## src/rtl/col_sweep_ctrl.sv

```systemverilog
module col_sweep_ctrl #(
  parameter int NCOL   = 32,
  parameter int NROW   = 4,
  parameter int TS_W   = 8,
  parameter int DEPTH  = 8,
  parameter int LOST_W = 16
) (
  input  logic                   clk,
  input  logic                   rst,
  input  logic                   win_clk,
  input  logic                   master_en,
  input  logic                   reg_en,
  input  logic [NCOL*NROW-1:0]   fast_or,
  output logic [NCOL*NROW-1:0]   latch_en,
  output logic [2*NCOL-1:0]      col_en,
  output logic [NROW-1:0]        row_oe,
  output logic                   sos,
  output logic [TS_W-1:0]        sos_ts,
  output logic [LOST_W-1:0]      lost_cnt
);
  localparam int NMP = NCOL * NROW;
  localparam int NPC = 2 * NCOL;
  localparam int PCW = $clog2(NPC);
  localparam int CW  = (NCOL > 1) ? $clog2(NCOL) : 1;
  localparam int AW  = (DEPTH > 1) ? $clog2(DEPTH) : 1;
  localparam int NW  = $clog2(DEPTH + 1);

  typedef enum logic [1:0] {S_CLEAN, S_IDLE, S_SWEEP} state_t;
  state_t st;

  logic [1:0]      win_s;
  logic            win_rise, run, full, push, pop, half;
  logic [NMP-1:0]  frozen, fired, rel, head_map, cur_map;
  logic [TS_W-1:0] tcount;
  logic [NMP-1:0]  fmap [DEPTH];
  logic [TS_W-1:0] fts  [DEPTH];
  logic [AW-1:0]   wr_ptr, rd_ptr;
  logic [NW-1:0]   count;
  logic [NCOL-1:0] colpend, head_cols, cur_bit;
  logic [CW-1:0]   cur;
  logic [PCW-1:0]  clean_pc, sel;

  assign win_rise = win_s[0] & ~win_s[1];
  assign run      = master_en | reg_en;
  assign latch_en = (st == S_CLEAN || !run) ? '0 : ~frozen;
  assign fired    = fast_or & latch_en;
  assign full     = (count == NW'(DEPTH));
  assign push     = win_rise && (|fired) && !full;
  assign pop      = (st == S_IDLE) && (count != '0);
  assign head_map = fmap[rd_ptr];
  assign sos      = pop;
  assign sos_ts   = pop ? fts[rd_ptr] : '0;

  always_comb begin
    for (int c = 0; c < NCOL; c++) head_cols[c] = |head_map[c*NROW +: NROW];
  end

  always_comb begin
    cur = '0;
    for (int c = NCOL - 1; c >= 0; c--) if (colpend[c]) cur = CW'(c);
  end

  assign cur_bit = {{(NCOL-1){1'b0}}, 1'b1} << cur;
  assign sel     = (st == S_CLEAN) ? clean_pc : PCW'({cur, half});
  assign col_en  = (st == S_IDLE) ? '0 : ({{(NPC-1){1'b0}}, 1'b1} << sel);
  assign row_oe  = (st == S_CLEAN) ? '1 :
                   (st == S_SWEEP) ? cur_map[cur*NROW +: NROW] : '0;

  always_comb begin
    rel = '0;
    if (st == S_SWEEP && half) rel[cur*NROW +: NROW] = cur_map[cur*NROW +: NROW];
  end

  always_ff @(posedge clk) begin
    if (push) begin
      fmap[wr_ptr] <= fired;
      fts[wr_ptr]  <= tcount;
    end
  end

  always_ff @(posedge clk or posedge rst) begin
    if (rst) begin
      win_s    <= '0;
      tcount   <= '0;
      lost_cnt <= '0;
      frozen   <= '0;
      wr_ptr   <= '0;
      rd_ptr   <= '0;
      count    <= '0;
      st       <= S_CLEAN;
      clean_pc <= '0;
      colpend  <= '0;
      half     <= 1'b0;
      cur_map  <= '0;
    end else begin
      win_s <= {win_s[0], win_clk};
      if (win_rise) tcount <= tcount + 1'b1;
      if (win_rise && (|fired) && full) lost_cnt <= lost_cnt + 1'b1;
      frozen <= (frozen | (push ? fired : '0)) & ~rel;
      if (push) wr_ptr <= (wr_ptr == AW'(DEPTH - 1)) ? '0 : wr_ptr + 1'b1;
      if (pop)  rd_ptr <= (rd_ptr == AW'(DEPTH - 1)) ? '0 : rd_ptr + 1'b1;
      count <= count + NW'(push) - NW'(pop);
      case (st)
        S_CLEAN: begin
          clean_pc <= clean_pc + 1'b1;
          if (clean_pc == PCW'(NPC - 1)) st <= S_IDLE;
        end
        S_IDLE: if (pop) begin
          cur_map <= head_map;
          colpend <= head_cols;
          half    <= 1'b0;
          st      <= S_SWEEP;
        end
        default: begin
          half <= ~half;
          if (half) begin
            colpend <= colpend & ~cur_bit;
            if ((colpend & ~cur_bit) == '0) st <= S_IDLE;
          end
        end
      endcase
    end
  end

  a_r7_one_column: assert property (@(posedge clk) disable iff (rst)
    $onehot0(col_en));

  a_r7_rows_with_column: assert property (@(posedge clk) disable iff (rst)
    (col_en != '0) |-> (row_oe != '0));

  a_r6_sos_then_column: assert property (@(posedge clk) disable iff (rst)
    sos |=> (col_en != '0));

  a_r5_lost_only_when_full: assert property (@(posedge clk) disable iff (rst)
    (lost_cnt != $past(lost_cnt)) |-> ($past(count) == NW'(DEPTH)));

  a_r4_push_needs_edge: assert property (@(posedge clk) disable iff (rst)
    (count > $past(count)) |-> $past(win_rise));

  a_r3_freeze_only_at_edge: assert property (@(posedge clk) disable iff (rst)
    (!$past(win_rise) && $past(run) && run && $past(st) != S_CLEAN)
      |-> ((~latch_en & $past(latch_en)) == '0));
endmodule

```

## config.mk

```make
export PLATFORM = sky130hd
export DESIGN_NAME = col_sweep_ctrl
export DESIGN_NICKNAME = d
export VERILOG_FILES = /design/src/rtl/col_sweep_ctrl.sv
export SDC_FILE = /design/constraint.sdc
export NUM_CORES = 2
export LEC_CHECK = 0
export BUFFER_PORTS_ARGS = -buffer_cell sky130_fd_sc_hd__buf_2
export CORE_MARGIN = 4
export CORE_UTILIZATION = 58
export DETAILED_ROUTE_END_ITERATION = 8
export PLACE_DENSITY = 0.86
export REMOVE_ABC_BUFFERS = 1
export SLEW_MARGIN = 20
export SYNTH_ARGS = -nofsm -noshare
export SYNTH_HDL_FRONTEND = slang
export SYNTH_SLANG_ARGS = --single-unit
```

## constraint.sdc

```tcl
create_clock -name clk -period 16.7 [get_ports clk]
set_clock_uncertainty 0.05 [all_clocks]
set_input_delay 2.505 -clock clk [delete_from_list [all_inputs] [get_ports clk]]
set_output_delay 2.505 -clock clk [all_outputs]
set_load 0.02 [all_outputs]
```

==> flow_summary.toml <==
[floorplanning]
die_x_um = 327
core-area_um2 = 101000
ioPinCount = 354
start_util_pct = 58.8
rows = 116
fp.dieH_um = 327
die_area_um2 = 107000

[worst_setup_path]
cp_max_fo = 30
rrSetupSlack_ns = 9.96
critical_path_class = "reg2out"
startpoint_type = "flip-flop"
r2r-start = "colpend[27]$_DFFE_PP0P_"
timing.rr.end = "frozen[22]$_DFF_PP0_"
cp-startpoint = "colpend[27]$_DFFE_PP0P_"
endpoint_kind = "output port"
r2r_cells = 13
crit_path_end = "row_oe[2]"
arrival_ns = 5.39
worstPathRequired_ns = 14.15

[synth]
async_reset_ff_share_pct = 23.4
synth_edf_count = 1088
synth_top_cell_area_share_pct = 55.3
synth_warnings = 0
synthTopCellsByCount = "edfxtp_1 (1088), dfrtp_1 (333), mux4_2 (273)"
yosysMostFrequentCell = "edfxtp_1"
yosysTopAreaCell = "edfxtp_1"
ys_types = 78
synth_ff_type = "edfxtp_1"
avgSynthCellArea_um2 = 15.6
synth_seq_area_share_pct = 69.3
syn_area_um2 = 59100
synthCells = 3793
ys_ff_latch = 1421
synth_area_leaders = "edfxtp_1 (55%), dfrtp_1 (14%), mux4_2 (10%)"

[worst_hold_path]
hold_path_class = "reg2reg"
hold-path-cell-count = 0

[grt]
grt_max_degree = 120
overflow = 0
antenna_found_initial = 14
grt_usage_pct = 35.8
grt_pass1_wl_um = 276000
grt_pass1_vias = 39311

[clocking]
cts_resized = 0
clockBufferDepth = 3
htree_levels = 4
cts_num_sinks = 1421
numCtsBuffers = 140
cts_tree = "yes"
clk_pin_slew_ns = 0.06
clockRootBuffer = "clkbuf_16"
ctsHoldBuffers = 0
worstSkewPairLatency_ns = 0.77
cts_setup_buffers = 0

[final_layout]
num-nets-final = 4306
syn_to_final_growth_pct = 13.6
design_area_um2 = 67200
final_layout_size_suffix_gt1_share_pct = 22.9
fillers = 6167
finalNonFillerCells = 5629

[sta]
setup_violations = 0
finalCriticalPeriod_ns = 7.95
finalHoldViolCount = 0
tightest_slew_ns = 1.21
slew_violations = 0
whs_ns = 0.337
finalCritPeriodShare_pct = 47.6
rsz0062_at_grt = "false"
slew_headroom_pct = 19.0
setup_ws_ns = 8.75
fmax_ghz = 0.126

[drt]
first_pass_iters = 9
postRouteAntennaNets = 0
drtIter0Drc = 6697
drc = 0
routed_via_density = 7.06
wl_per_cell_um = 34.4
vias = 39754
wl_um = 194000

[placed_design]
dp_hpwl_um = 118000
place_worst_setup_slack_ns = 8.71
gp_congestion = 0.946
io_buffers = 353
dp.cells = 5366
dpl_cell_area_um2 = 62500

[run]
maxCapViolations = 0

[status]
status = "finished, final reports clean"

[power_and_ir_drop]
p_leak_nw = 21.5
max-vdd-ir-drop_mv = 0.0973
p_per_area_nw_per_um2 = 106
power_mw = 7.11
kinds of logic after synthesis:
logic type                 count (synthesis)  share of synthesized area, %
AOI/OAI and AO/OA                        639                          6.47
xor gates and xnor gates                  29                         0.430
adders and majority gates                 21                         0.457
buffers and inverters                    283                          2.01
DFF                                     1421                          69.3
muxes                                    457                          13.6
and+or+nand+nor                          943                          7.68
layout make-up:
class / count / area (um2) / area share (%)
sequential: 1421 / 41000 / 61.0
timing repair buffer: 431 / 2410 / 3.59
inverter: 69 / 267 / 0.397
multi-input combinational: 2089 / 17200 / 25.6
clock inverter: 65 / 737 / 1.10
clock buffer: 192 / 3880 / 5.78
antenna: 5 / 12.5 / 0.0186
tap: 1357 / 1700 / 2.53
registers in the layout, indices dropped and copies added, names as in the netlist, 6 cells and up:
register and cells:
tcount 8, fts 64, cur_map 128, frozen 128, fmap 1024, clean_pc 6, colpend 32, lost_cnt 16
worst min-delay path by stage:
stage | slack (ns) | to | from
after floorplan | 0.30 | win_s[1]$_DFF_PP0_ | win_s[0]$_DFF_PP0_
after global placement | 0.31 | win_s[1]$_DFF_PP0_ | win_s[0]$_DFF_PP0_
after detailed placement | 0.33 | win_s[1]$_DFF_PP0_ | win_s[0]$_DFF_PP0_
after CTS | 0.34 | win_s[1]$_DFF_PP0_ | win_s[0]$_DFF_PP0_
after global routing | 0.36 | win_s[1]$_DFF_PP0_ | win_s[0]$_DFF_PP0_
final | 0.34 | win_s[1]$_DFF_PP0_ | win_s[0]$_DFF_PP0_
power by group:
group          leakage, nW  total (mW)  internal [mW]  switching (mW)
Clock                 2.24        3.21           1.83            1.38
Sequential            12.2        3.81           3.79          0.0215
Combinational         7.06      0.0880         0.0233          0.0647
Total                 21.5        7.11           5.64            1.47
worst max-delay path, cell delays in order, from the launching register on:
cell	delay [ns]
dfrtp_1	0.49
inv_1	0.09
a221oi_2	0.43
o211ai_2	0.34
a2111oi_4	0.47
buf_4	0.60
inv_2	0.42
mux2i_1	0.30
nor3_1	0.13
nor3_1	0.57
nor2_1	0.18
o311a_1	0.39
buf_2	0.19
per-layer routing:
metal  wire (um)  vias to the layer above  GRT usage, %
li1            -                    15397             -
met1       60100                    19354          43.4
met2       86700                     3962          54.0
met3       28900                     1027          13.1
met4       17800                       14          24.8
met5         129                        -             0
cell usage in the layout, fill, tap and decap left out, types with 54 or more instances in the layout:
master and instances:
buf_2 353, mux4_2 273, edfxtp_1 1088, mux2i_1 177, o21ai_0 178, dfrtp_1 330
nor2_1 262, nand2_1 254, buf_4 74, inv_1 66, nand2b_1 80, nor3_1 74
clkbuf_16 145, a21oi_1 247, nand4_1 54, and2_1 82
per-stage QoR:
stage | setup TNS (ns) | util, %
after floorplan | -8000.37 | -
after global placement | 0 | 62.1
after detailed placement | 0 | 62.1
after CTS | 0 | 66.7
after global routing | 0 | 66.8
final | 0 | 66.8
Note: power is estimated with default switching activity, not from simulation.
